## src/rtl/i2c_tgt_pkg.sv

```systemverilog
`timescale 1ns/1ps
package i2c_tgt_pkg;
  localparam int BYTE_W   = 8;
  localparam int ADDR7_W  = 7;
  localparam int ADDR10_W = 10;

  typedef enum logic [1:0] {
    KIND_A7    = 2'd0,
    KIND_A10   = 2'd1,
    KIND_GCALL = 2'd2
  } hitKind_e;

  typedef enum logic [2:0] {
    ST_IDLE  = 3'd0,
    ST_ADDR1 = 3'd1,
    ST_ADDR2 = 3'd2,
    ST_WDATA = 3'd3,
    ST_RDATA = 3'd4
  } tgtState_e;

  // datapath -> control status
  typedef struct packed {
    logic startSeen;
    logic stopSeen;
    logic byteDone;
    logic ackFall;
    logic relFall;
    logic m7Hit;
    logic gcHit;
    logic h10Hit;
    logic lo10Hit;
    logic dirBit;
  } dpStat_t;

  // control -> datapath strobes
  typedef struct packed {
    logic     latchHit;
    hitKind_e hitKind;
    logic     hitRead;
    logic     emitEvt;
    logic     pushRx;
  } ctrlStrb_t;
endpackage

```

## src/rtl/i2c_tgt_dp.sv

```systemverilog
`timescale 1ns/1ps
module i2c_tgt_dp
  import i2c_tgt_pkg::*;
#(
  parameter int NUM_ADDR7   = 4,
  parameter int SYNC_STAGES = 2
) (
  input  logic                          clk,
  input  logic                          rstN,
  input  logic                          sclIn,
  input  logic                          sdaIn,
  input  logic [NUM_ADDR7*ADDR7_W-1:0]  cfgAddr7,
  input  logic [NUM_ADDR7-1:0]          cfgAddr7En,
  input  logic [ADDR10_W-1:0]           cfgAddr10,
  input  logic                          cfgAddr10En,
  input  logic                          cfgGenCallEn,
  input  ctrlStrb_t                     strb,
  output dpStat_t                       stat,
  output logic                          sclLvl,
  output logic                          rxValid,
  output logic [BYTE_W-1:0]             rxData,
  output logic                          evtValid,
  output logic [ADDR10_W-1:0]           evtAddr,
  output logic [1:0]                    evtKind,
  output logic                          evtRead
);
  localparam int FRAME_BITS = BYTE_W + 1;
  localparam int CNT_W      = $clog2(FRAME_BITS);
  localparam logic [CNT_W-1:0] LAST_DATA = CNT_W'(BYTE_W - 1);
  localparam logic [CNT_W-1:0] ACK_POS   = CNT_W'(BYTE_W);

  // ---------------- synchronizers ----------------
  logic [SYNC_STAGES-1:0] sclPipe, sdaPipe;
  for (genvar s = 0; s < SYNC_STAGES; s++) begin : g_sync
    if (s == 0) begin : g_first
      always_ff @(posedge clk or negedge rstN) begin
        if (!rstN) begin
          sclPipe[0] <= 1'b1;
          sdaPipe[0] <= 1'b1;
        end else begin
          sclPipe[0] <= sclIn;
          sdaPipe[0] <= sdaIn;
        end
      end
    end else begin : g_next
      always_ff @(posedge clk or negedge rstN) begin
        if (!rstN) begin
          sclPipe[s] <= 1'b1;
          sdaPipe[s] <= 1'b1;
        end else begin
          sclPipe[s] <= sclPipe[s-1];
          sdaPipe[s] <= sdaPipe[s-1];
        end
      end
    end
  end

  logic sclS, sdaS, sclPrev, sdaPrev;
  assign sclS = sclPipe[SYNC_STAGES-1];
  assign sdaS = sdaPipe[SYNC_STAGES-1];

  always_ff @(posedge clk or negedge rstN) begin
    if (!rstN) begin
      sclPrev <= 1'b1;
      sdaPrev <= 1'b1;
    end else begin
      sclPrev <= sclS;
      sdaPrev <= sdaS;
    end
  end

  logic sclRise, sclFall, startDet, stopDet;
  assign sclRise  = sclS & ~sclPrev;
  assign sclFall  = ~sclS & sclPrev;
  assign startDet = sclS & sclPrev & sdaPrev & ~sdaS;
  assign stopDet  = sclS & sclPrev & ~sdaPrev & sdaS;
  assign sclLvl   = sclS;

  // ---------------- bit counter and shifter ----------------
  logic [CNT_W-1:0]  bitCnt;
  logic [BYTE_W-1:0] shReg, byteNow;
  assign byteNow = {shReg[BYTE_W-2:0], sdaS};

  always_ff @(posedge clk or negedge rstN) begin
    if (!rstN) begin
      bitCnt <= '0;
      shReg  <= '0;
    end else if (startDet || stopDet) begin
      bitCnt <= '0;
    end else if (sclRise) begin
      shReg  <= byteNow;
      bitCnt <= (bitCnt == ACK_POS) ? '0 : bitCnt + 1'b1;
    end
  end

  // ---------------- address matchers ----------------
  logic [NUM_ADDR7-1:0] slotHit;
  for (genvar g = 0; g < NUM_ADDR7; g++) begin : g_slot
    assign slotHit[g] = cfgAddr7En[g] &&
                        (cfgAddr7[g*ADDR7_W +: ADDR7_W] == byteNow[BYTE_W-1:1]);
  end

  logic reservedGrp;
  assign reservedGrp = (byteNow[BYTE_W-1 -: 4] == 4'b0000) ||
                       (byteNow[BYTE_W-1 -: 4] == 4'b1111);

  assign stat.startSeen = startDet;
  assign stat.stopSeen  = stopDet;
  assign stat.byteDone  = sclRise && (bitCnt == LAST_DATA);
  assign stat.ackFall   = sclFall && (bitCnt == ACK_POS);
  assign stat.relFall   = sclFall && (bitCnt == '0);
  assign stat.m7Hit     = (|slotHit) && !reservedGrp;
  assign stat.gcHit     = cfgGenCallEn && (byteNow == '0);
  assign stat.h10Hit    = cfgAddr10En && (byteNow[BYTE_W-1 -: 5] == 5'b11110) &&
                          (byteNow[2:1] == cfgAddr10[ADDR10_W-1 -: 2]);
  assign stat.lo10Hit   = cfgAddr10En && (byteNow == cfgAddr10[BYTE_W-1:0]);
  assign stat.dirBit    = byteNow[0];

  // ---------------- hit capture and event ----------------
  logic                hitValid, hitRead;
  hitKind_e            hitKind;
  logic [ADDR10_W-1:0] hitAddr, newAddr;

  always_comb begin
    unique case (strb.hitKind)
      KIND_A7:  newAddr = {{(ADDR10_W-ADDR7_W){1'b0}}, byteNow[BYTE_W-1:1]};
      KIND_A10: newAddr = cfgAddr10;
      default:  newAddr = '0;
    endcase
  end

  always_ff @(posedge clk or negedge rstN) begin
    if (!rstN) begin
      hitValid <= 1'b0;
      hitRead  <= 1'b0;
      hitKind  <= KIND_A7;
      hitAddr  <= '0;
      evtValid <= 1'b0;
      evtAddr  <= '0;
      evtKind  <= '0;
      evtRead  <= 1'b0;
    end else begin
      evtValid <= 1'b0;
      if (strb.emitEvt) begin
        evtValid <= hitValid;
        hitValid <= 1'b0;
        if (hitValid) begin
          evtAddr <= hitAddr;
          evtKind <= hitKind;
          evtRead <= hitRead;
        end
      end else if (strb.latchHit) begin
        hitValid <= 1'b1;
        hitKind  <= strb.hitKind;
        hitRead  <= strb.hitRead;
        hitAddr  <= newAddr;
      end
    end
  end

  always_ff @(posedge clk or negedge rstN) begin
    if (!rstN) begin
      rxValid <= 1'b0;
      rxData  <= '0;
    end else begin
      rxValid <= strb.pushRx;
      if (strb.pushRx) rxData <= byteNow;
    end
  end
endmodule

```

## src/rtl/i2c_tgt_ctrl.sv

```systemverilog
`timescale 1ns/1ps
module i2c_tgt_ctrl
  import i2c_tgt_pkg::*;
(
  input  logic      clk,
  input  logic      rstN,
  input  dpStat_t   stat,
  output ctrlStrb_t strb,
  output logic      sdaPull,
  output logic      selActive,
  output logic      selRead
);
  tgtState_e st, stN;
  logic ackPend, ackN, pullN, w10Ok, w10N, actN, rdN;

  always_comb begin
    stN   = st;
    ackN  = ackPend;
    pullN = sdaPull;
    w10N  = w10Ok;
    actN  = selActive;
    rdN   = selRead;
    strb  = '0;
    if (stat.stopSeen) begin
      stN = ST_IDLE; ackN = 1'b0; pullN = 1'b0; w10N = 1'b0;
      actN = 1'b0; rdN = 1'b0;
      strb.emitEvt = 1'b1;
    end else if (stat.startSeen) begin
      stN = ST_ADDR1; ackN = 1'b0; pullN = 1'b0;
      actN = 1'b0; rdN = 1'b0;
    end else begin
      if (stat.byteDone) begin
        unique case (st)
          ST_ADDR1: begin
            stN  = ST_IDLE;
            w10N = 1'b0;
            if (stat.h10Hit) begin
              if (!stat.dirBit) begin
                stN = ST_ADDR2; ackN = 1'b1;
              end else if (w10Ok) begin
                stN = ST_RDATA; ackN = 1'b1; actN = 1'b1; rdN = 1'b1;
                w10N = 1'b1;
                strb.latchHit = 1'b1; strb.hitKind = KIND_A10; strb.hitRead = 1'b1;
              end
            end else if (stat.gcHit) begin
              stN = ST_WDATA; ackN = 1'b1; actN = 1'b1; rdN = 1'b0;
              strb.latchHit = 1'b1; strb.hitKind = KIND_GCALL;
            end else if (stat.m7Hit) begin
              stN = stat.dirBit ? ST_RDATA : ST_WDATA;
              ackN = 1'b1; actN = 1'b1; rdN = stat.dirBit;
              strb.latchHit = 1'b1; strb.hitKind = KIND_A7; strb.hitRead = stat.dirBit;
            end
          end
          ST_ADDR2: begin
            if (stat.lo10Hit) begin
              stN = ST_WDATA; ackN = 1'b1; actN = 1'b1; rdN = 1'b0; w10N = 1'b1;
              strb.latchHit = 1'b1; strb.hitKind = KIND_A10;
            end else begin
              stN = ST_IDLE;
            end
          end
          ST_WDATA: begin
            ackN = 1'b1;
            strb.pushRx = 1'b1;
          end
          default: ;
        endcase
      end
      if (stat.ackFall && ackPend) pullN = 1'b1;
      if (stat.relFall) begin
        pullN = 1'b0;
        ackN  = 1'b0;
      end
    end
  end

  always_ff @(posedge clk or negedge rstN) begin
    if (!rstN) begin
      st        <= ST_IDLE;
      ackPend   <= 1'b0;
      sdaPull   <= 1'b0;
      w10Ok     <= 1'b0;
      selActive <= 1'b0;
      selRead   <= 1'b0;
    end else begin
      st        <= stN;
      ackPend   <= ackN;
      sdaPull   <= pullN;
      w10Ok     <= w10N;
      selActive <= actN;
      selRead   <= rdN;
    end
  end
endmodule

```

## src/rtl/i2c_tgt_match.sv

```systemverilog
`timescale 1ns/1ps
module i2c_tgt_match
  import i2c_tgt_pkg::*;
#(
  parameter int NUM_ADDR7   = 4,
  parameter int SYNC_STAGES = 2
) (
  input  logic                          clk,
  input  logic                          rstN,
  input  logic                          sclIn,
  input  logic                          sdaIn,
  output logic                          sdaPullEn,
  input  logic [NUM_ADDR7*7-1:0]        cfgAddr7,
  input  logic [NUM_ADDR7-1:0]          cfgAddr7En,
  input  logic [9:0]                    cfgAddr10,
  input  logic                          cfgAddr10En,
  input  logic                          cfgGenCallEn,
  output logic                          selActive,
  output logic                          selRead,
  output logic                          rxValid,
  output logic [7:0]                    rxData,
  output logic                          evtValid,
  output logic [9:0]                    evtAddr,
  output logic [1:0]                    evtKind,
  output logic                          evtRead
);
  dpStat_t   dpStat;
  ctrlStrb_t ctrlStrb;
  logic      sclLvl;

  i2c_tgt_dp #(.NUM_ADDR7(NUM_ADDR7), .SYNC_STAGES(SYNC_STAGES)) dp_i (
    .clk(clk), .rstN(rstN), .sclIn(sclIn), .sdaIn(sdaIn),
    .cfgAddr7(cfgAddr7), .cfgAddr7En(cfgAddr7En),
    .cfgAddr10(cfgAddr10), .cfgAddr10En(cfgAddr10En), .cfgGenCallEn(cfgGenCallEn),
    .strb(ctrlStrb), .stat(dpStat), .sclLvl(sclLvl),
    .rxValid(rxValid), .rxData(rxData),
    .evtValid(evtValid), .evtAddr(evtAddr), .evtKind(evtKind), .evtRead(evtRead)
  );

  i2c_tgt_ctrl ctrl_i (
    .clk(clk), .rstN(rstN), .stat(dpStat), .strb(ctrlStrb),
    .sdaPull(sdaPullEn), .selActive(selActive), .selRead(selRead)
  );
endmodule

```

## config.mk

```make
export PLATFORM = sky130hd
export DESIGN_NAME = i2c_tgt_match
export DESIGN_NICKNAME = d
export VERILOG_FILES = /design/src/rtl/i2c_tgt_pkg.sv /design/src/rtl/i2c_tgt_dp.sv /design/src/rtl/i2c_tgt_ctrl.sv /design/src/rtl/i2c_tgt_match.sv
export SDC_FILE = /design/constraint.sdc
export NUM_CORES = 1
export LEC_CHECK = 0
export BUFFER_PORTS_ARGS = -buffer_cell sky130_fd_sc_hd__buf_2
export CAP_MARGIN = 20
export CORE_MARGIN = 2
export CORE_UTILIZATION = 58
export DETAILED_ROUTE_END_ITERATION = 6
export PLACE_DENSITY_LB_ADDON = 0.05
export SYNTH_ARGS = -nofsm -noshare
export SYNTH_HDL_FRONTEND = slang
export SYNTH_SLANG_ARGS = --single-unit
export TNS_END_PERCENT = 1
```

## constraint.sdc

```tcl
create_clock -name clk -period 4.2 [get_ports clk]
set_input_delay 0.63 -clock clk [delete_from_list [all_inputs] [get_ports clk]]
set_output_delay 0.63 -clock clk [all_outputs]
set_load 0.01 [all_outputs]
```

==> results.cfg <==
[outcome]
outcome = completed

[clock_network]
root_buffer = clkbuf_8
clock_path_buffers = 2
cts_tree = built
cts_hold_buffers = 0
clkSinkCount = 62
cts_resized = 0
postCtsSetupRepairBufs = 0
worstSkewPairLatency_ns = 0.34
clkTransAtPathRegs_ns = 0.07
htreeDepth = 3
cts_buffers = 9

[drt]
drtIter0Drc = 167
wl_per_cell_um = 15.1
ant_nets = 0
drtPass1Iterations = 4
viasPerCell = 5.37
drcViolationCount = 0
vias = 2471
wl_um = 6940

[floorplanning]
placementRows = 27
start_util_pct = 59.8
io_pins = 74
die_area_um2 = 6260
die_x_um = 79.1
die_h_um = 79.1
fp.coreArea_um2 = 5470

[logic_synthesis]
avgSynthCellArea_um2 = 10.4
synth-main-ff-cell = dfrtp_1
synth.most_common_cell = nand2_1
netlist_area_um2 = 3270
synth_fp_nets = 365
synthArstFlopShare_pct = 100
yosys_warnings = 0
synth_seq_cells = 62
ys_top_cells_by_count = 74 x nand2_1, 56 x dfrtp_1, 28 x xnor2_1, 20 x mux2_1, 14 x nor2_1
synth_top_area_share_pct = 42.8
synth.area.top_cells = dfrtp_1 43%, nand2_1 8.5%, xnor2_1 7.5%
synth_top_area_cell = dfrtp_1
postSynthCellCount = 315
ys_seq_area_share_pct = 47.6
synth_cell_types = 53
synth_edf_count = 0

[global_route]
overflow = 0
grt_util_met2_pct = 41.7
antenna_found_initial = 0
grt_pass1_wl_um = 11800
track_usage_pct = 24.6
grt_pass1_vias = 2477
grt_start_max_net_pins = 33
use_met1_pct = 31.0
grt.busiest_layer = met2
grtUsageMet3_pct = 4.77

[sta]
max_slew_margin_pct = 45.8
finClkSkew_ns = 0.00904
fin_crit_sh_pct = 68.4
drv_slew = 0
fin_crit_ns = 2.87
rsz0062_at_grt = no
hold_violations = 0
totalNegativeSetupSlack_ns = 0
fmax_mhz = 348
tightest_slew_ns = 0.811
setup_viol = 0

[setup_path]
crit_top_cell = mux2_1
worstPathArrival_ns = 3.10
cp_top_family = simple AND/OR/NAND/NOR gates
critPathLaunchType = flip-flop
crit_path_cell_trace = nor2b_1 > nand4b_1 > a21oi_4 > mux2_1 > mux2_1
critPathBufInv = 0
cpPeakStageDelay_ns = 0.67
critical_path_class = reg2reg
critPathRequiredTime_ns = 4.43
worstSetupEndpointType = flip-flop
crit_path_top_delay_cell = nor2b_1
critPathMaxFanout = 12

[place]
place_hpwl_um = 5050
dp_cells = 444
place.gp.congestion = 0.839
io_buffers = 73

[hold_path]
hold_path.class = in2async

[flow_run]
drv_cap = 0

[power]
ir_worst_vdd_mv = 0.303
p_total_w = 0.00144
power_density_nw_per_um2 = 376
p_leak_nw = 1.95

[finish]
fin_nets = 433
num_antenna_cells = 0
fin_cells = 460
area_delta_synth_final_pct = 17.2
layout-drive-gt1-share_pct = 28.6
power by group:
group / leakage (nW) / switching, W / total [W] / internal [W]
clock: 0.0956 / 0.000245 / 0.000520 / 0.000274
combinational: 1.03 / 0.000109 / 0.000219 / 0.000109
sequential: 0.831 / 0.0000759 / 0.000702 / 0.000626
total: 1.95 / 0.000431 / 0.00144 / 0.00101
metrics by stage:
stage	area [um^2]	util, %	setup WS [ns]	hold WS (ns)
finish	3830	70.1	1.33	0.324
global route	3830	70.1	1.11	0.361
CTS	3830	70.1	1.31	0.339
detailed placement	3640	66.5	1.34	0.347
global placement	3640	66.5	1.46	0.346
floorplan	3270	-	1.79	0.334
logic make-up after synthesis:
logic type | after synthesis | synth area share, %
multiplexers | 24 | 8.41
AO/OA/AOI/OAI | 34 | 8.26
flip-flops | 62 | 47.6
AND/OR/NAND/NOR | 131 | 20.8
XOR/XNOR | 39 | 10.4
buffers and inverters | 23 | 3.67
adder cells (fa/ha/maj) | 2 | 0.764
layer usage:
| metal | share of wire [%] | routed length [um] |
|---|---|---|
| met5 | 0 | 0 |
| met1 | 43 | 2990 |
| met4 | 1.4 | 97 |
| met2 | 51 | 3530 |
| met3 | 4.6 | 321 |
flip-flops by register name, summed over array words and instances, names as in the netlist, 2 cells and up:
signal	cells
ctrl_i.st	3
dp_i.bitCnt	4
dp_i.evtAddr	10
dp_i.evtKind	2
dp_i.hitAddr	10
dp_i.hitKind	2
dp_i.rxData	8
dp_i.shReg	7
path summary, 6_finish.rpt:
kind	cells after the start	to	slack, ns	start
max	5	dp_i.hitAddr[4]$_DFFE_PN0P_	1.33	dp_i.sclLvl$_DFF_PN1_
min	1	dp_i.evtAddr[6]$_DFFE_PN0P_	0.32	rstN
max reg2reg	5	dp_i.hitAddr[4]$_DFFE_PN0P_	1.33	dp_i.sclLvl$_DFF_PN1_
min reg2reg	0	dp_i.sclLvl$_DFF_PN1_	0.36	dp_i.sclPipe[0]$_DFF_PN1_
max in group asynchronous	2	dp_i.sclPrev$_DFF_PN1_	2.98	rstN
min in group clk	0	dp_i.sclLvl$_DFF_PN1_	0.36	dp_i.sclPipe[0]$_DFF_PN1_
area by class of cell:
class	instances	area [um^2]
Fill cell	477	1640
Multi-Input combinational cell	230	1590
Tap cell	72	90.1
Clock inverter	7	72.6
Sequential cell	62	1560
Clock buffer	9	124
Inverter	6	22.5
Timing Repair Buffer	74	373
worst register-to-register path: stages, from the launching register on:
cell	delay [ns]
dfstp_2	0.59
nor2b_1	0.67
nand4b_1	0.43
a21oi_4	0.43
mux2_1	0.37
mux2_1	0.28
cell usage in the layout, fill, tap and decap left out, drive strengths merged, types with 2 or more instances in the layout:
cell      count
and3          3
a211oi        3
ha            2
mux2i         2
xor2         11
nor3          3
nor2b         2
clkinvlp      2
o21bai        2
buf          74
nand2b        4
a21oi         6
nand3         3
xnor2        28
inv           7
clkbuf        9
or2           2
o21ai         6
dfrtp        56
nand2        75
clkinv        3
a22o          4
nand4        13
nand4b        2
nor4          5
a311oi        3
dfstp         6
nor2         14
mux2         22
No activity file was read; power rests on OpenSTA's default activity.
